### src/rtl/xclk_pkg.sv
package xclk_pkg;

   typedef enum logic [2:0] {
      ST_IDLE = 3'd0,
      ST_PRE  = 3'd1,
      ST_LOW  = 3'd2,
      ST_HIGH = 3'd3,
      ST_DONE = 3'd4
   } xclk_state_t;

   // bit positions of the output bundle passed to the output stage
   localparam int unsigned OB_COL  = 0;
   localparam int unsigned OB_SYNC = 1;
   localparam int unsigned OB_ADC  = 2;
   localparam int unsigned OB_DV   = 3;
   localparam int unsigned OB_DONE = 4;
   localparam int unsigned OB_W    = 5;

endpackage

### src/rtl/xclk_cfg_latch.sv
module xclk_cfg_latch #(
   parameter int unsigned CW     = 8,
   parameter int unsigned TW     = 5,
   parameter int unsigned DV_MAX = 6,
   parameter int unsigned DVW    = 3
) (
   input  logic           clk,
   input  logic           rst_n,
   input  logic           load,
   input  logic [CW-1:0]  pix_in,
   input  logic [TW-1:0]  hi_in,
   input  logic [TW-1:0]  lo_in,
   input  logic [TW-1:0]  sync_in,
   input  logic [DVW-1:0] dv_in,
   output logic [CW-1:0]  pix_q,
   output logic [TW-1:0]  hi_q,
   output logic [TW-1:0]  lo_q,
   output logic [TW-1:0]  sync_q,
   output logic [DVW-1:0] dv_q
);

   localparam logic [TW-1:0]  HI_MIN   = TW'(1);
   localparam logic [TW-1:0]  LO_MIN   = TW'(2);
   localparam logic [TW-1:0]  SYNC_MIN = TW'(1);
   localparam logic [DVW-1:0] DV_MIN   = DVW'(1);
   localparam logic [DVW-1:0] DV_TOP   = DVW'(DV_MAX);

   logic [TW-1:0]  hi_c, lo_c, sync_c;
   logic [DVW-1:0] dv_c;

   always_comb begin
      hi_c   = (hi_in   < HI_MIN)   ? HI_MIN   : hi_in;
      lo_c   = (lo_in   < LO_MIN)   ? LO_MIN   : lo_in;
      sync_c = (sync_in < SYNC_MIN) ? SYNC_MIN : sync_in;
      if (dv_in < DV_MIN)
         dv_c = DV_MIN;
      else if (dv_in > DV_TOP)
         dv_c = DV_TOP;
      else
         dv_c = dv_in;
   end

   always_ff @(posedge clk or negedge rst_n) begin
      if (!rst_n) begin
         pix_q  <= CW'(1);
         hi_q   <= HI_MIN;
         lo_q   <= LO_MIN;
         sync_q <= SYNC_MIN;
         dv_q   <= DV_MIN;
      end else if (load) begin
         pix_q  <= pix_in;
         hi_q   <= hi_c;
         lo_q   <= lo_c;
         sync_q <= sync_c;
         dv_q   <= dv_c;
      end
   end

endmodule

### src/rtl/xclk_seq.sv
module xclk_seq
   import xclk_pkg::*;
#(
   parameter int unsigned CW = 8,
   parameter int unsigned TW = 5
) (
   input  logic          clk,
   input  logic          rst_n,
   input  logic          start,
   input  logic [CW-1:0] pix_in,
   input  logic [CW-1:0] pix_q,
   input  logic [TW-1:0] hi_q,
   input  logic [TW-1:0] lo_q,
   input  logic [TW-1:0] sync_q,
   output logic          take,
   output logic          col_c,
   output logic          sync_c,
   output logic          adc_c,
   output logic          conv_ev,
   output logic          done_c
);

   localparam int unsigned CNTW = TW + 1;

   xclk_state_t      state;
   logic [CNTW-1:0]  cnt;
   logic [CW-1:0]    left;

   logic [CNTW-1:0]  pre_last, lo_last, hi_last;
   logic             pre_end, lo_end, hi_end;

   assign pre_last = CNTW'(sync_q) + CNTW'(1);
   assign lo_last  = CNTW'(lo_q) - CNTW'(1);
   assign hi_last  = CNTW'(hi_q) - CNTW'(1);

   assign pre_end  = (state == ST_PRE)  && (cnt == pre_last);
   assign lo_end   = (state == ST_LOW)  && (cnt == lo_last);
   assign hi_end   = (state == ST_HIGH) && (cnt == hi_last);

   assign take     = (state == ST_IDLE) && start && (pix_in != '0);

   always_ff @(posedge clk or negedge rst_n) begin
      if (!rst_n) begin
         state <= ST_IDLE;
         cnt   <= '0;
         left  <= '0;
      end else begin
         unique case (state)
            ST_IDLE: begin
               if (take) begin
                  state <= ST_PRE;
                  cnt   <= '0;
               end
            end
            ST_PRE: begin
               if (pre_end) begin
                  state <= ST_LOW;
                  cnt   <= '0;
                  left  <= pix_q;
               end else begin
                  cnt <= cnt + CNTW'(1);
               end
            end
            ST_LOW: begin
               if (lo_end) begin
                  state <= (left == CW'(1)) ? ST_DONE : ST_HIGH;
                  cnt   <= '0;
                  left  <= left - CW'(1);
               end else begin
                  cnt <= cnt + CNTW'(1);
               end
            end
            ST_HIGH: begin
               if (hi_end) begin
                  state <= ST_LOW;
                  cnt   <= '0;
               end else begin
                  cnt <= cnt + CNTW'(1);
               end
            end
            ST_DONE: begin
               state <= ST_IDLE;
               cnt   <= '0;
            end
            default: begin
               state <= ST_IDLE;
               cnt   <= '0;
            end
         endcase
      end
   end

   // decode of the phase state into the raw output levels
   assign col_c   = (state == ST_PRE) || (state == ST_HIGH);
   assign sync_c  = (state == ST_PRE) && (cnt != '0) && (cnt <= CNTW'(sync_q));
   assign adc_c   = (state == ST_LOW) && (cnt < lo_last);
   assign conv_ev = lo_end;
   assign done_c  = (state == ST_DONE);

endmodule

### src/rtl/xclk_dv_delay.sv
module xclk_dv_delay #(
   parameter int unsigned DV_MAX = 6,
   parameter int unsigned DVW    = 3
) (
   input  logic           clk,
   input  logic           rst_n,
   input  logic           ev,
   input  logic [DVW-1:0] sel,
   output logic           dv
);

   logic [DV_MAX-1:0] sh;
   logic [DVW-1:0]    tap;

   for (genvar i = 0; i < DV_MAX; i++) begin : g_stage
      if (i == 0) begin : g_head
         always_ff @(posedge clk or negedge rst_n) begin
            if (!rst_n) sh[0] <= 1'b0;
            else        sh[0] <= ev;
         end
      end else begin : g_body
         always_ff @(posedge clk or negedge rst_n) begin
            if (!rst_n) sh[i] <= 1'b0;
            else        sh[i] <= sh[i-1];
         end
      end
   end

   assign tap = sel - DVW'(1);
   assign dv  = sh[tap];

endmodule

### src/rtl/xclk_outstage.sv
module xclk_outstage #(
   parameter int unsigned W       = 5,
   parameter bit          OUT_REG = 1'b1
) (
   input  logic         clk,
   input  logic         rst_n,
   input  logic [W-1:0] d,
   output logic [W-1:0] q
);

   if (OUT_REG) begin : g_flop
      always_ff @(posedge clk or negedge rst_n) begin
         if (!rst_n) q <= '0;
         else        q <= d;
      end
   end else begin : g_wire
      assign q = d;
   end

endmodule

### src/rtl/colclk_gen.sv
module colclk_gen
   import xclk_pkg::*;
#(
   parameter int unsigned CW      = 8,
   parameter int unsigned TW      = 5,
   parameter int unsigned DV_MAX  = 6,
   parameter bit          OUT_REG = 1'b1,
   localparam int unsigned DVW    = $clog2(DV_MAX + 1)
) (
   input  logic           clk,
   input  logic           rst_n,
   input  logic           row_start,
   input  logic [CW-1:0]  pix_count,
   input  logic [TW-1:0]  hi_len,
   input  logic [TW-1:0]  lo_len,
   input  logic [TW-1:0]  sync_len,
   input  logic [DVW-1:0] dv_len,
   output logic           col_clk,
   output logic           col_sync,
   output logic           adc_clk,
   output logic           data_valid,
   output logic           row_done
);

   if (CW < 1) begin : g_bad_cw
      $error("colclk_gen: CW must be at least 1");
   end
   if (TW < 2) begin : g_bad_tw
      $error("colclk_gen: TW must be at least 2 to hold the low-phase minimum");
   end
   if (DV_MAX < 1) begin : g_bad_dv
      $error("colclk_gen: DV_MAX must be at least 1");
   end

   logic           take;
   logic [CW-1:0]  pix_q;
   logic [TW-1:0]  hi_q, lo_q, sync_q;
   logic [DVW-1:0] dv_q;
   logic           col_c, sync_c, adc_c, conv_ev, done_c, dv_c;
   logic [OB_W-1:0] raw, outq;

   xclk_cfg_latch #(.CW(CW), .TW(TW), .DV_MAX(DV_MAX), .DVW(DVW)) u_cfg (
      .clk     (clk),
      .rst_n   (rst_n),
      .load    (take),
      .pix_in  (pix_count),
      .hi_in   (hi_len),
      .lo_in   (lo_len),
      .sync_in (sync_len),
      .dv_in   (dv_len),
      .pix_q   (pix_q),
      .hi_q    (hi_q),
      .lo_q    (lo_q),
      .sync_q  (sync_q),
      .dv_q    (dv_q)
   );

   xclk_seq #(.CW(CW), .TW(TW)) u_seq (
      .clk     (clk),
      .rst_n   (rst_n),
      .start   (row_start),
      .pix_in  (pix_count),
      .pix_q   (pix_q),
      .hi_q    (hi_q),
      .lo_q    (lo_q),
      .sync_q  (sync_q),
      .take    (take),
      .col_c   (col_c),
      .sync_c  (sync_c),
      .adc_c   (adc_c),
      .conv_ev (conv_ev),
      .done_c  (done_c)
   );

   xclk_dv_delay #(.DV_MAX(DV_MAX), .DVW(DVW)) u_dv (
      .clk   (clk),
      .rst_n (rst_n),
      .ev    (conv_ev),
      .sel   (dv_q),
      .dv    (dv_c)
   );

   always_comb begin
      raw          = '0;
      raw[OB_COL]  = col_c;
      raw[OB_SYNC] = sync_c;
      raw[OB_ADC]  = adc_c;
      raw[OB_DV]   = dv_c;
      raw[OB_DONE] = done_c;
   end

   xclk_outstage #(.W(OB_W), .OUT_REG(OUT_REG)) u_out (
      .clk   (clk),
      .rst_n (rst_n),
      .d     (raw),
      .q     (outq)
   );

   assign col_clk    = outq[OB_COL];
   assign col_sync   = outq[OB_SYNC];
   assign adc_clk    = outq[OB_ADC];
   assign data_valid = outq[OB_DV];
   assign row_done   = outq[OB_DONE];

endmodule

### config.mk
export PLATFORM = sky130hd
export DESIGN_NAME = colclk_gen
export DESIGN_NICKNAME = d
export VERILOG_FILES = /design/src/rtl/xclk_pkg.sv /design/src/rtl/xclk_cfg_latch.sv /design/src/rtl/xclk_seq.sv /design/src/rtl/xclk_dv_delay.sv /design/src/rtl/xclk_outstage.sv /design/src/rtl/colclk_gen.sv
export SDC_FILE = /design/constraint.sdc
export NUM_CORES = 1
export LEC_CHECK = 0
export ABC_CLOCK_PERIOD_IN_PS = 4400
export BUFFER_PORTS_ARGS = -buffer_cell sky130_fd_sc_hd__buf_4
export CAP_MARGIN = 10
export CORE_ASPECT_RATIO = 1.2
export CORE_MARGIN = 2
export CORE_UTILIZATION = 63
export CTS_CLUSTER_DIAMETER = 100
export CTS_CLUSTER_SIZE = 40
export DETAILED_ROUTE_END_ITERATION = 10
export PLACE_DENSITY = 0.9
export RECOVER_POWER = 100
export SYNTH_ARGS = -nofsm -noshare
export SYNTH_HDL_FRONTEND = slang
export SYNTH_HIERARCHICAL = 1
export SYNTH_SLANG_ARGS = --single-unit
### constraint.sdc
create_clock -name clk -period 4.4 [get_ports clk]
set_clock_uncertainty 0.05 [all_clocks]
set_input_delay 0.44 -clock clk [delete_from_list [all_inputs] [get_ports clk]]
set_output_delay 0.44 -clock clk [all_outputs]
set_load 0.01 [all_outputs]
Word-level counts from Yosys, hierarchy flattened
Index checks and enable logic that the tools add are counted.
{ "totals": {"mem_bits_ro": 0, "out_inout_bits": 5, "memories": 0, "latch_bits": 0, "regBits": 54, "ram_bits": 0, "inputBits": 29} }
{ "classes": {"bitwise_logic": 0, "magnitude_cmp": 8, "n_eq_ne": 12, "n_div": 0, "mux": 21, "n_mul": 0, "n_addsub": 6, "reduce_logical": 15, "shift": 0} }
{ "ops": {"columns": ["cell", "n"], "rows": [
  ["6-bit two-way mux", 4],
  ["6-bit case mux with 4 select lines", 1],
  ["3-bit two-way mux", 7],
  ["6-bit equality test", 3],
  ["8-bit two-way mux", 2],
  ["8-bit case mux with 2 select lines", 1],
  ["5-bit two-way mux", 3],
  ["3-bit case mux with 4 select lines", 1],
  ["5-bit by 1-bit subtractor with 6-bit output, second input constant", 2],
  ["5-bit by 1-bit less-than comparator with 1-bit output, second input constant", 2],
  ["8-bit by 1-bit equality test with 1-bit output, second input constant", 1],
  ["1-bit logical AND", 8],
  ["8-bit nonzero test", 1],
  ["8-bit by 1-bit subtractor with 8-bit output, second input constant", 1],
  ["5-bit by 1-bit adder with 6-bit output, second input constant", 1],
  ["6-bit by 1-bit adder with 6-bit output, second input constant", 1],
  ["3-bit by 2-bit equality test with 1-bit output, second input constant", 2],
  ["6-bit by 5-bit <= comparator with 1-bit output", 1],
  ["6-bit less-than comparator", 1],
  ["2-bit by 1-bit != test with 1-bit output, second input constant", 3],
  ["6-bit nonzero test", 1],
  ["5-bit by 2-bit less-than comparator with 1-bit output, second input constant", 1],
  ["3-bit by 4-bit less-than comparator with 1-bit output, second input constant", 1],
  ["4-bit AND reduction", 1],
  ["other kinds (12)", 12]
]} }

Longest topological paths before layout
Gate-level depths: netlist of the first run.
{ "logic_depth": {"word_depth": 5, "ltp_mapped": 12} }

Cells and area by module
Netlist of the first run, hierarchy kept.
{ "by_module_without_submodules": {"columns": ["mod", "seq_area_each_um2", "area_per_inst_um2", "cells_each", "instances"], "rows": [
  ["xclk_seq", 425.4, 1690.4, 214, 1],
  ["xclk_cfg_latch", 656.9, 1024.7, 71, 1],
  ["xclk_dv_delay", 150.1, 224.0, 14, 1],
  ["xclk_outstage", 125.1, 125.1, 5, 1]
]} }

Worst setup path before layout of the first run
OpenSTA, ideal clock, no wires.
{ "synth_path": {"path_kind": "register -> register", "startpoint": "register u_cfg.sync_q[0]", "endpoint": "register u_seq.left[0]", "path_stages_with_launch": 11, "slack_ps": 2041, "required_time_ps": 4227, "arrival_ps": 2185, "cell_sequence": "dfstp_2 > ha_1 > xor2_1 > a2111o_1 > a21oi_1 > and3_1 > clkbuf_1 > or2_2 > buf_2 > nand2_1 > o2bb2ai_1"} }
{ "synth_via": {"elab_chain_cells": 5} }
{ "synth_lines": {"columns": ["item", "line_no", "text"], "rows": [
  ["start: declaration", "xclk_cfg_latch.sv:18", "output logic [TW-1:0] sync_q,"],
  ["start signal: assignment", "xclk_cfg_latch.sv:54", "sync_q <= sync_c;"],
  ["5-bit by 1-bit adder with 6-bit output", "xclk_seq.sv:32", "assign pre_last = CNTW'(sync_q) + CNTW'(1);"],
  ["6-bit equality test", "xclk_seq.sv:36", "assign pre_end = (state == ST_PRE) && (cnt == pre_last);"],
  ["1-bit logical AND", "xclk_seq.sv:36", null],
  ["2-bit by 1-bit != test with 1-bit output (no line)", null, null],
  ["3-bit AND reduction (no line)", null, null],
  ["end signal: assignment", "xclk_seq.sv:59", "left <= pix_q;"],
  ["end signal: assignment", "xclk_seq.sv:68", "left <= left - CW'(1);"],
  ["end: declaration", "xclk_seq.sv:27", "logic [CW-1:0] left;"]
]} }
Every way passes these cells.
A chain may end at the register's enable or synchronous reset.

Worst setup path after layout of the first run
{ "layout_path": {"startpoint": "register u_cfg.lo_q[1]", "endpoint": "register u_seq.cnt[4]"} }
{ "layout_via": {"elab_chain_cells": 5} }
{ "layout_lines": {"columns": ["item", "line_no", "text"], "rows": [
  ["start: declaration", "xclk_cfg_latch.sv:17", "output logic [TW-1:0] lo_q,"],
  ["start signal: assignment", "xclk_cfg_latch.sv:53", "lo_q <= lo_c;"],
  ["5-bit by 1-bit subtractor with 6-bit output", "xclk_seq.sv:33", "assign lo_last = CNTW'(lo_q) - CNTW'(1);"],
  ["6-bit equality test", "xclk_seq.sv:37", "assign lo_end = (state == ST_LOW) && (cnt == lo_last);"],
  ["1-bit logical AND", "xclk_seq.sv:37", null],
  ["6-bit two-way mux", "xclk_seq.sv:65", "if (lo_end) begin"],
  ["6-bit case mux with 4 select lines", "xclk_seq.sv:48", "unique case (state)"],
  ["end signal: assignment", "xclk_seq.sv:61", "cnt <= cnt + CNTW'(1);"],
  ["end signal: assignment", "xclk_seq.sv:70", "cnt <= cnt + CNTW'(1);"],
  ["end signal: assignment", "xclk_seq.sv:78", "cnt <= cnt + CNTW'(1);"],
  ["end: declaration", "xclk_seq.sv:26", "logic [CNTW-1:0] cnt;"]
]} }
Every way passes these cells.

==> impl_metrics.sql, run 1 <==
INSERT INTO impl_metrics (metric_group, metric, value, unit) VALUES
('cells_and_area', 'layout-area-overhead-vs-synth', '10.0', '%'),
('outcome', 'violations', 'capacitance limit, slew limit', ''),
('job', 'max_cap_viol_count', '2', ''),
('grt', 'antenna_found_initial', '0', ''),
('synth', 'yosys-mux-area-fraction', '0.0911', ''),
('worst_setup_path', 'worstSetupPathType', 'reg -> reg', ''),
('synth', 'synth_xor_xnor_area_share', '0.0372', ''),
('grt', 'first_global_vias', '2396', ''),
('pwr', 'sw_frac_of_total', '0.398', ''),
('worst_setup_path', 'critPathMaxStageDelay', '590', 'ps'),
('worst_setup_path', 'worst-path-max-fanout', '10', ''),
('cells_and_area', 'finalNetCount', '380', ''),
('floorplan', 'io_pins', '34', ''),
('detailed_routing', 'post-route-drc-count', '0', ''),
('synth', 'dominantRegCellSynth', 'sky130_fd_sc_hd__dfrtp_1', ''),
('detailed_routing', 'first_iter_violations', '165', ''),
('cells_and_area', 'layout.cells.most_common', 'sky130_fd_sc_hd__dfrtp_1', ''),
('synth', 'mappedNetlistNets', '352', ''),
('clocking', 'cts_sinks', '54', ''),
('clocking', 'cts-htree-levels', '2', ''),
('worst_setup_path', 'cp-start-kind', 'flop', ''),
('sta', 'maxSlewHeadroom', '-0.884', ''),
('worst_setup_path', 'worstPathCellList', 'inv_1 -> ha_1 -> nand2_1 -> xor2_1 -> ha_1 -> nand3_1 -> nor2_1 -> nor2_1 -> a31oi_1 -> nor3_1 -> a211o_1', ''),
('clocking', 'cts_tree', 'yes', ''),
('grt', 'groute.usage.overall', '0.256', ''),
('synth', 'yosysSeqAreaShare', '0.443', ''),
('placed_design', 'port_buffers', '33', ''),
('synth', 'synthesis.instances', '304', ''),
('hold_path', 'hold_path_class', 'in -> reg', ''),
('sta', 'fin_hold_ws', '309', 'ps'),
('synth', 'post_synth_num_cell_types', '50', ''),
('pwr', 'comb_power_share', '0.415', ''),
('cells_and_area', 'diode_insertion_count_for_antenna_repair', '0', ''),
('sta', 'min_period_over_period', '0.676', ''),
('worst_setup_path', 'critPathRequiredTime', '4550', 'ps'),
('sta', 'fmax', '336', 'MHz'),
('clocking', 'cts_buf_count', '5', ''),
('clocking', 'max-clock-path-buffers', '2', ''),
('sta', 'min_period', '2970', 'ps'),
('worst_setup_path', 'worst-endpoint-arrival', '3130', 'ps'),
('synth', 'synth_top_family_by_area', 'simple AND/OR/NAND/NOR gates', ''),
('synth', 'synth-compound-area-share', '0.135', ''),
('sta', 'report.final.setup_viol', '0', ''),
('synth', 'synth_warnings', '6', ''),
('floorplan', 'die_height', '80.4', 'um'),
('sta', 'timing.setup.tns', '0', 'ps'),
('placed_design', 'gp_congestion', '0.784', ''),
('sta', 'timing.final.hold_violations', '0', ''),
('synth', 'netlist_area', '3060', 'um2'),
('floorplan', 'core', '4630', 'um2'),
('placed_design', 'post-dp-hpwl', '4390', 'um'),
('grt', 'grt_start_max_net_pins', '55', ''),
('detailed_routing', 'wl_per_cell', '15.8', 'um'),
('worst_setup_path', 'crit_family', 'compound AO/OA/AOI/OAI gates', ''),
('detailed_routing', 'drt-vias-per-instance', '6.03', ''),
('floorplan', 'die_area', '5440', 'um2'),
('detailed_routing', 'number_of_optimization_iterations_in_the_first_detailed_route_pass', '4', ''),
('cells_and_area', 'drive_gt1_frac', '0.189', ''),
('clocking', 'post_cts.repair.setup_buffers', '0', ''),
('pwr', 'power.leakage', '1.54', 'nW'),
('detailed_routing', 'dr_total_vias', '2357', ''),
('detailed_routing', 'number_of_antenna_violating_nets_in_the_routed_design', '0', ''),
('floorplan', 'floorplan.initialDensity', '0.662', ''),
('synth', 'synth_fa_ha_area_frac', '0.0776', ''),
('pwr', 'p_switching', '0.000768', 'W'),
('synth', 'synth-async-reset-ratio', '1.00', ''),
('pwr', 'seq_power_share', '0.435', ''),
('synth', 'synth_enable_flop_cells', '0', ''),
('clocking', 'cts.clk_slew.worst_paths', '110', 'ps'),
('sta', 'final_max_slew_viol_count', '87', ''),
('outcome', 'status', 'finished, violations left', '');
worst register-to-register path, stage by stage, from the launching register on:
cell	delay, ps
sky130_fd_sc_hd__dfstp_1	550
sky130_fd_sc_hd__inv_1	50
sky130_fd_sc_hd__ha_1	200
sky130_fd_sc_hd__nand2_1	80
sky130_fd_sc_hd__xor2_1	70
sky130_fd_sc_hd__ha_1	310
sky130_fd_sc_hd__nand3_1	130
sky130_fd_sc_hd__nor2_1	290
sky130_fd_sc_hd__nor2_1	90
sky130_fd_sc_hd__a31oi_1	590
sky130_fd_sc_hd__nor3_1	150
sky130_fd_sc_hd__a211o_1	310
sequential cells by signal (all words and copies together) (netlist names):
signal        count
u_out/q           5
u_seq/state       3
u_cfg/dv_q        3
u_cfg/pix_q       8
u_seq/left        8
u_cfg/lo_q        5
u_cfg/sync_q      5
u_dv/sh           6
u_cfg/hi_q        5
u_seq/cnt         6
power groups by stage:
stage / clock (W) / sequential [W] / combinational (W)
after floorplan: 0 / 0.000781 / 0.000665
after global placement: 0 / 0.000839 / 0.000768
after detailed placement: 0 / 0.000848 / 0.000822
after CTS: 0.000298 / 0.000839 / 0.000829
after global routing: 0.000316 / 0.000862 / 0.000913
final: 0.000291 / 0.000838 / 0.000800
through the flow:
stage / setup WS (ps) / power [W] / std cells / area [um2] / utilization
after global placement: 1950 / 0.00161 / 383 / 3330 / 0.719
after global routing: 1190 / 0.00209 / 391 / 3370 / 0.728
after detailed placement: 1860 / 0.00167 / 383 / 3330 / 0.719
after CTS: 1790 / 0.00197 / 391 / 3420 / 0.740
final: 1430 / 0.00193 / 391 / 3370 / 0.728
after floorplan: 2040 / 0.00145 / 304 / 3060 / -
path summary, 6_finish.rpt:
check                              start            end  slack (ps)  cells past startpoint
max                        u_cfg/lo_q[1]   u_seq/cnt[4]        1430                     11
min                            dv_len[2]  u_cfg/dv_q[2]         310                      2
max reg2reg                u_cfg/lo_q[1]   u_seq/cnt[4]        1430                     11
min reg2reg                   u_dv/sh[2]     u_dv/sh[3]         340                      0
max in group asynchronous          rst_n  u_seq/left[6]        1730                      1
min in group asynchronous          rst_n  u_cfg/hi_q[3]         980                      1
per-layer routing:
layer / global-route usage / vias to the layer above / routed length, um
met2: 0.425 / 90 / 3110
met3: 0.0392 / 12 / 431
li1: - / 1137 / -
met5: 0 / - / 0
met1: 0.331 / 1118 / 2540
met4: 0.100 / 0 / 103
cells by family after synthesis:
group           Yosys count
compound gates           62
xor+xnor                 13
fa+ha+maj                19
buf+inv                  36
flops                    54
mux                      24
simple gates             96
layout make-up:
class                   instances  area, um2
clock buffers                   5       68.8
fillers                       356       1260
inverters                      23       86.3
flip-flops and latches         54       1360
multi-input cells             214       1530
well taps                      58       72.6
clock inverters                 3       28.8
repair buffers                 34        229
cells in the mapped netlist, types with 2 or more instances:
master,number,share of area
sky130_fd_sc_hd__a211oi_1,3,0.0073
sky130_fd_sc_hd__nand2_1,16,0.020
sky130_fd_sc_hd__a221o_1,2,0.0065
sky130_fd_sc_hd__or2_2,2,0.0041
sky130_fd_sc_hd__inv_1,23,0.028
sky130_fd_sc_hd__a21o_1,2,0.0049
sky130_fd_sc_hd__nor2_1,21,0.026
sky130_fd_sc_hd__mux2i_1,2,0.0065
sky130_fd_sc_hd__mux2_2,21,0.077
sky130_fd_sc_hd__dfstp_2,5,0.043
sky130_fd_sc_hd__buf_2,4,0.0065
sky130_fd_sc_hd__clkbuf_1,6,0.0073
sky130_fd_sc_hd__dfrtp_1,49,0.40
sky130_fd_sc_hd__a21oi_1,18,0.029
sky130_fd_sc_hd__a31oi_1,2,0.0041
sky130_fd_sc_hd__or3_1,3,0.0061
sky130_fd_sc_hd__nor3b_1,3,0.0073
sky130_fd_sc_hd__o21ai_0,15,0.024
sky130_fd_sc_hd__nor4_1,7,0.014
sky130_fd_sc_hd__a211o_1,2,0.0057
sky130_fd_sc_hd__a2111oi_0,2,0.0057
sky130_fd_sc_hd__o2bb2ai_1,2,0.0057
sky130_fd_sc_hd__o21a_1,2,0.0049
sky130_fd_sc_hd__buf_6,2,0.0073
sky130_fd_sc_hd__ha_1,19,0.078
sky130_fd_sc_hd__xnor2_1,6,0.017
sky130_fd_sc_hd__nor3_1,14,0.023
sky130_fd_sc_hd__nand2b_1,7,0.014
sky130_fd_sc_hd__nor2b_1,3,0.0061
sky130_fd_sc_hd__and3_1,3,0.0061
sky130_fd_sc_hd__xor2_1,7,0.020
sky130_fd_sc_hd__nand3_1,10,0.016
sky130_fd_sc_hd__o22ai_1,4,0.0082
Note: power is estimated with default switching activity, not from simulation.
==> run 2, diff against run 1 <==
Settings changed: ABC_CLOCK_PERIOD_IN_PS 4400 to 2770, CORE_UTILIZATION 63 to 58, PLACE_DENSITY 0.9 to 0.84.
Clock period 4.4 ns to 2.77 ns, I/O delays scaled along.
==> impl_metrics.sql, run 2 (synthesis results as in run 1) <==
INSERT INTO impl_metrics (metric_group, metric, value, unit) VALUES
('placed_design', 'gp_congestion', '0.893', ''),
('cells_and_area', 'layout.filler_cells', '430', ''),
('floorplan', 'io_pins', '34', ''),
('sta', 'report.final.setup_viol', '0', ''),
('detailed_routing', 'number_of_antenna_violating_nets_in_the_routed_design', '0', ''),
('worst_setup_path', 'r2r-end', 'u_seq/cnt[4]', ''),
('worst_setup_path', 'crit_path_start', 'u_cfg/hi_q[0]', ''),
('sta', 'final_max_slew_viol_count', '0', ''),
('outcome', 'status', 'complete, no violations', ''),
('sta', 'maxSlewHeadroom', '0.114', ''),
('pwr', 'p_switching', '0.00125', 'W'),
('pwr', 'power.leakage', '1.58', 'nW'),
('clocking', 'cts.clk_slew.worst_paths', '100', 'ps'),
('grt', 'grt_pass1_wl', '11000', 'um'),
('floorplan', 'die_w', '70.4', 'um'),
('worst_setup_path', 'worst_setup_path_end_kind', 'flop', ''),
('sta', 'min_period_over_period', '0.920', ''),
('clocking', 'hold_buffers', '1', ''),
('placed_design', 'place_inst', '391', ''),
('grt', 'antenna_found_initial', '0', ''),
('pwr', 'sw_frac_of_total', '0.389', ''),
('grt', 'groute.usage.overall', '0.228', ''),
('worst_setup_path', 'worstSetupPathType', 'reg -> reg', ''),
('detailed_routing', 'drt-vias-per-instance', '5.95', ''),
('hold_path', 'worst_hold_startpoint', 'pix_count[3]', ''),
('sta', 'timing.final.hold_violations', '0', ''),
('hold_path', 'worst_hold_path.num_cells', '2', ''),
('cells_and_area', 'layout.cells.most_common', 'sky130_fd_sc_hd__dfrtp_1', ''),
('grt', 'grt_start_max_net_pins', '55', ''),
('cells_and_area', 'drive_gt1_frac', '0.207', ''),
('hold_path', 'destination_of_the_worst_hold_path', 'u_cfg/pix_q[3]', ''),
('pwr', 'seq_power_share', '0.414', ''),
('detailed_routing', 'wl_per_cell', '15.7', 'um'),
('job', 'max_cap_viol_count', '0', ''),
('detailed_routing', 'drt-total-wl', '6290', 'um'),
('pwr', 'powerDensity', '932', 'nW/um2'),
('clocking', 'cts_buf_count', '5', ''),
('detailed_routing', 'number_of_optimization_iterations_in_the_first_detailed_route_pass', '4', ''),
('clocking', 'cts_repair_resize_count', '0', ''),
('detailed_routing', 'dr_total_vias', '2380', ''),
('cells_and_area', 'finalNetCount', '385', ''),
('sta', 'timing.setup.tns', '0', 'ps'),
('worst_setup_path', 'critPathRequiredTime', '2930', 'ps'),
('sta', 'min_period', '2550', 'ps'),
('cells_and_area', 'instances_no_fill', '400', ''),
('grt', 'grt_overflow', '0', ''),
('pwr', 'power.internal', '0.00196', 'W'),
('sta', 'actual_transition_at_the_worst_max_transition_pin', '1330', 'ps'),
('clocking', 'post_cts.repair.setup_buffers', '0', ''),
('clocking', 'cts_tree', 'yes', ''),
('placed_design', 'post-dp-hpwl', '4530', 'um'),
('floorplan', 'floorplan.initialDensity', '0.591', ''),
('detailed_routing', 'post-route-drc-count', '0', ''),
('detailed_routing', 'first_iter_violations', '122', ''),
('cells_and_area', 'reg_top3', 'u_cfg/pix_q (8), u_seq/left (8)', ''),
('cells_and_area', 'diode_insertion_count_for_antenna_repair', '0', ''),
('worst_setup_path', 'r2r_start', 'u_cfg/hi_q[0]', ''),
('sta', 'fmax', '392', 'MHz'),
('grt', 'first_global_vias', '2472', ''),
('pwr', 'comb_power_share', '0.416', ''),
('floorplan', 'die_area', '5880', 'um2'),
('pwr', 'ir_drop', '0.495', 'mV'),
('worst_setup_path', 'worst-endpoint-arrival', '2710', 'ps'),
('sta', 'grt_setup_unrepaired', 'no', ''),
('clocking', 'cts_root_buffer', 'sky130_fd_sc_hd__clkbuf_8', ''),
('floorplan', 'die_height', '83.6', 'um'),
('worst_setup_path', 'r2r_slack', '220', 'ps'),
('worst_setup_path', 'worst-path-max-fanout', '10', ''),
('floorplan', 'rows', '29', ''),
('floorplan', 'core', '5190', 'um2'),
('clocking', 'max-clock-path-buffers', '2', ''),
('pwr', 'power_frac_clock', '0.170', ''),
('clocking', 'cts_sinks', '54', ''),
('worst_setup_path', 'cp-start-kind', 'flop', ''),
('clocking', 'clk-insertion-delay-late', '310', 'ps'),
('placed_design', 'port_buffers', '33', ''),
('cells_and_area', 'layout_common_cells', 'sky130_fd_sc_hd__dfrtp_1, sky130_fd_sc_hd__buf_4, sky130_fd_sc_hd__inv_1, sky130_fd_sc_hd__mux2_2, sky130_fd_sc_hd__nor2_1', ''),
('clocking', 'cts-htree-levels', '2', ''),
('worst_setup_path', 'r2r.worst_path.cells', '9', ''),
('cells_and_area', 'layout-area-overhead-vs-synth', '12.7', '%'),
('hold_path', 'hold_path_class', 'in -> reg', '');
[run 2: cell types whose count changed in the layout (fill, tap and decap cells not counted)]
cell	change
sky130_fd_sc_hd__a31oi_1	-1
sky130_fd_sc_hd__a31oi_4	+1
sky130_fd_sc_hd__buf_4	+3
sky130_fd_sc_hd__bufinv_16	+1
sky130_fd_sc_hd__clkbuf_2	+1
sky130_fd_sc_hd__clkinv_4	-2
sky130_fd_sc_hd__dlygate4sd3_1	+1
sky130_fd_sc_hd__inv_6	+2
sky130_fd_sc_hd__inv_8	-1
sky130_fd_sc_hd__o211ai_1	-1
sky130_fd_sc_hd__o211ai_2	+1
sky130_fd_sc_hd__or2_0	-1
sky130_fd_sc_hd__or2_2	+1
[run 2: power by group through the flow]
stage | Clock (W) | Sequential, W | Combinational [W]
CTS | 0.000560 | 0.00133 | 0.00135
detailed placement | 0 | 0.00134 | 0.00133
floorplan | 0 | 0.00124 | 0.00106
global placement | 0 | 0.00133 | 0.00125
global route | 0.000591 | 0.00137 | 0.00151
finish | 0.000548 | 0.00133 | 0.00134
[run 2: worst max path at each step]
stage,to,slack (ps),depth (start not counted)
global placement,u_seq/cnt[4],330,9
detailed placement,u_seq/cnt[4],230,9
CTS,u_seq/cnt[4],220,9
floorplan,u_seq/left[0],410,10
finish,u_seq/cnt[4],220,9
global route,u_seq/cnt[4],70,11
[run 2: worst max-delay path, stage by stage (launching register included)]
cell and delay, ps:
sky130_fd_sc_hd__dfstp_2 580, sky130_fd_sc_hd__inv_1 50, sky130_fd_sc_hd__ha_1 300, sky130_fd_sc_hd__xor2_1 150, sky130_fd_sc_hd__o21ai_0 120, sky130_fd_sc_hd__nor4b_2 310
sky130_fd_sc_hd__o211ai_2 170, sky130_fd_sc_hd__a31oi_4 350, sky130_fd_sc_hd__nor3_1 90, sky130_fd_sc_hd__a211o_1 270
[run 2: layer usage]
layer | track usage | share of wire
met1 | 0.295 | 0.46
met2 | 0.391 | 0.48
met3 | 0.0314 | 0.045
met4 | 0.0769 | 0.015
met5 | 0 | 0
[run 2: cell type report]
| class | instances | area [um2] | share of cell area |
|---|---|---|---|
| tap | 62 | 77.6 | 0.0225 |
| clock buffer | 5 | 68.8 | 0.0199 |
| timing repair buffer | 39 | 267 | 0.0772 |
| clock inverter | 3 | 47.5 | 0.0138 |
| inverter | 23 | 86.3 | 0.0250 |
| multi-input combinational | 214 | 1550 | 0.448 |
| sequential | 54 | 1360 | 0.393 |
[run 2: through the flow]
stage	hold slack [ps]	area [um2]	utilization	total power, W	setup slack (ps)
floorplan	-68.6	3060	-	0.00230	411
global placement	305	3360	0.648	0.00258	325
detailed placement	311	3360	0.648	0.00267	229
CTS	144	3490	0.672	0.00324	218
global route	139	3450	0.665	0.00348	73.4
finish	151	3450	0.665	0.00322	221
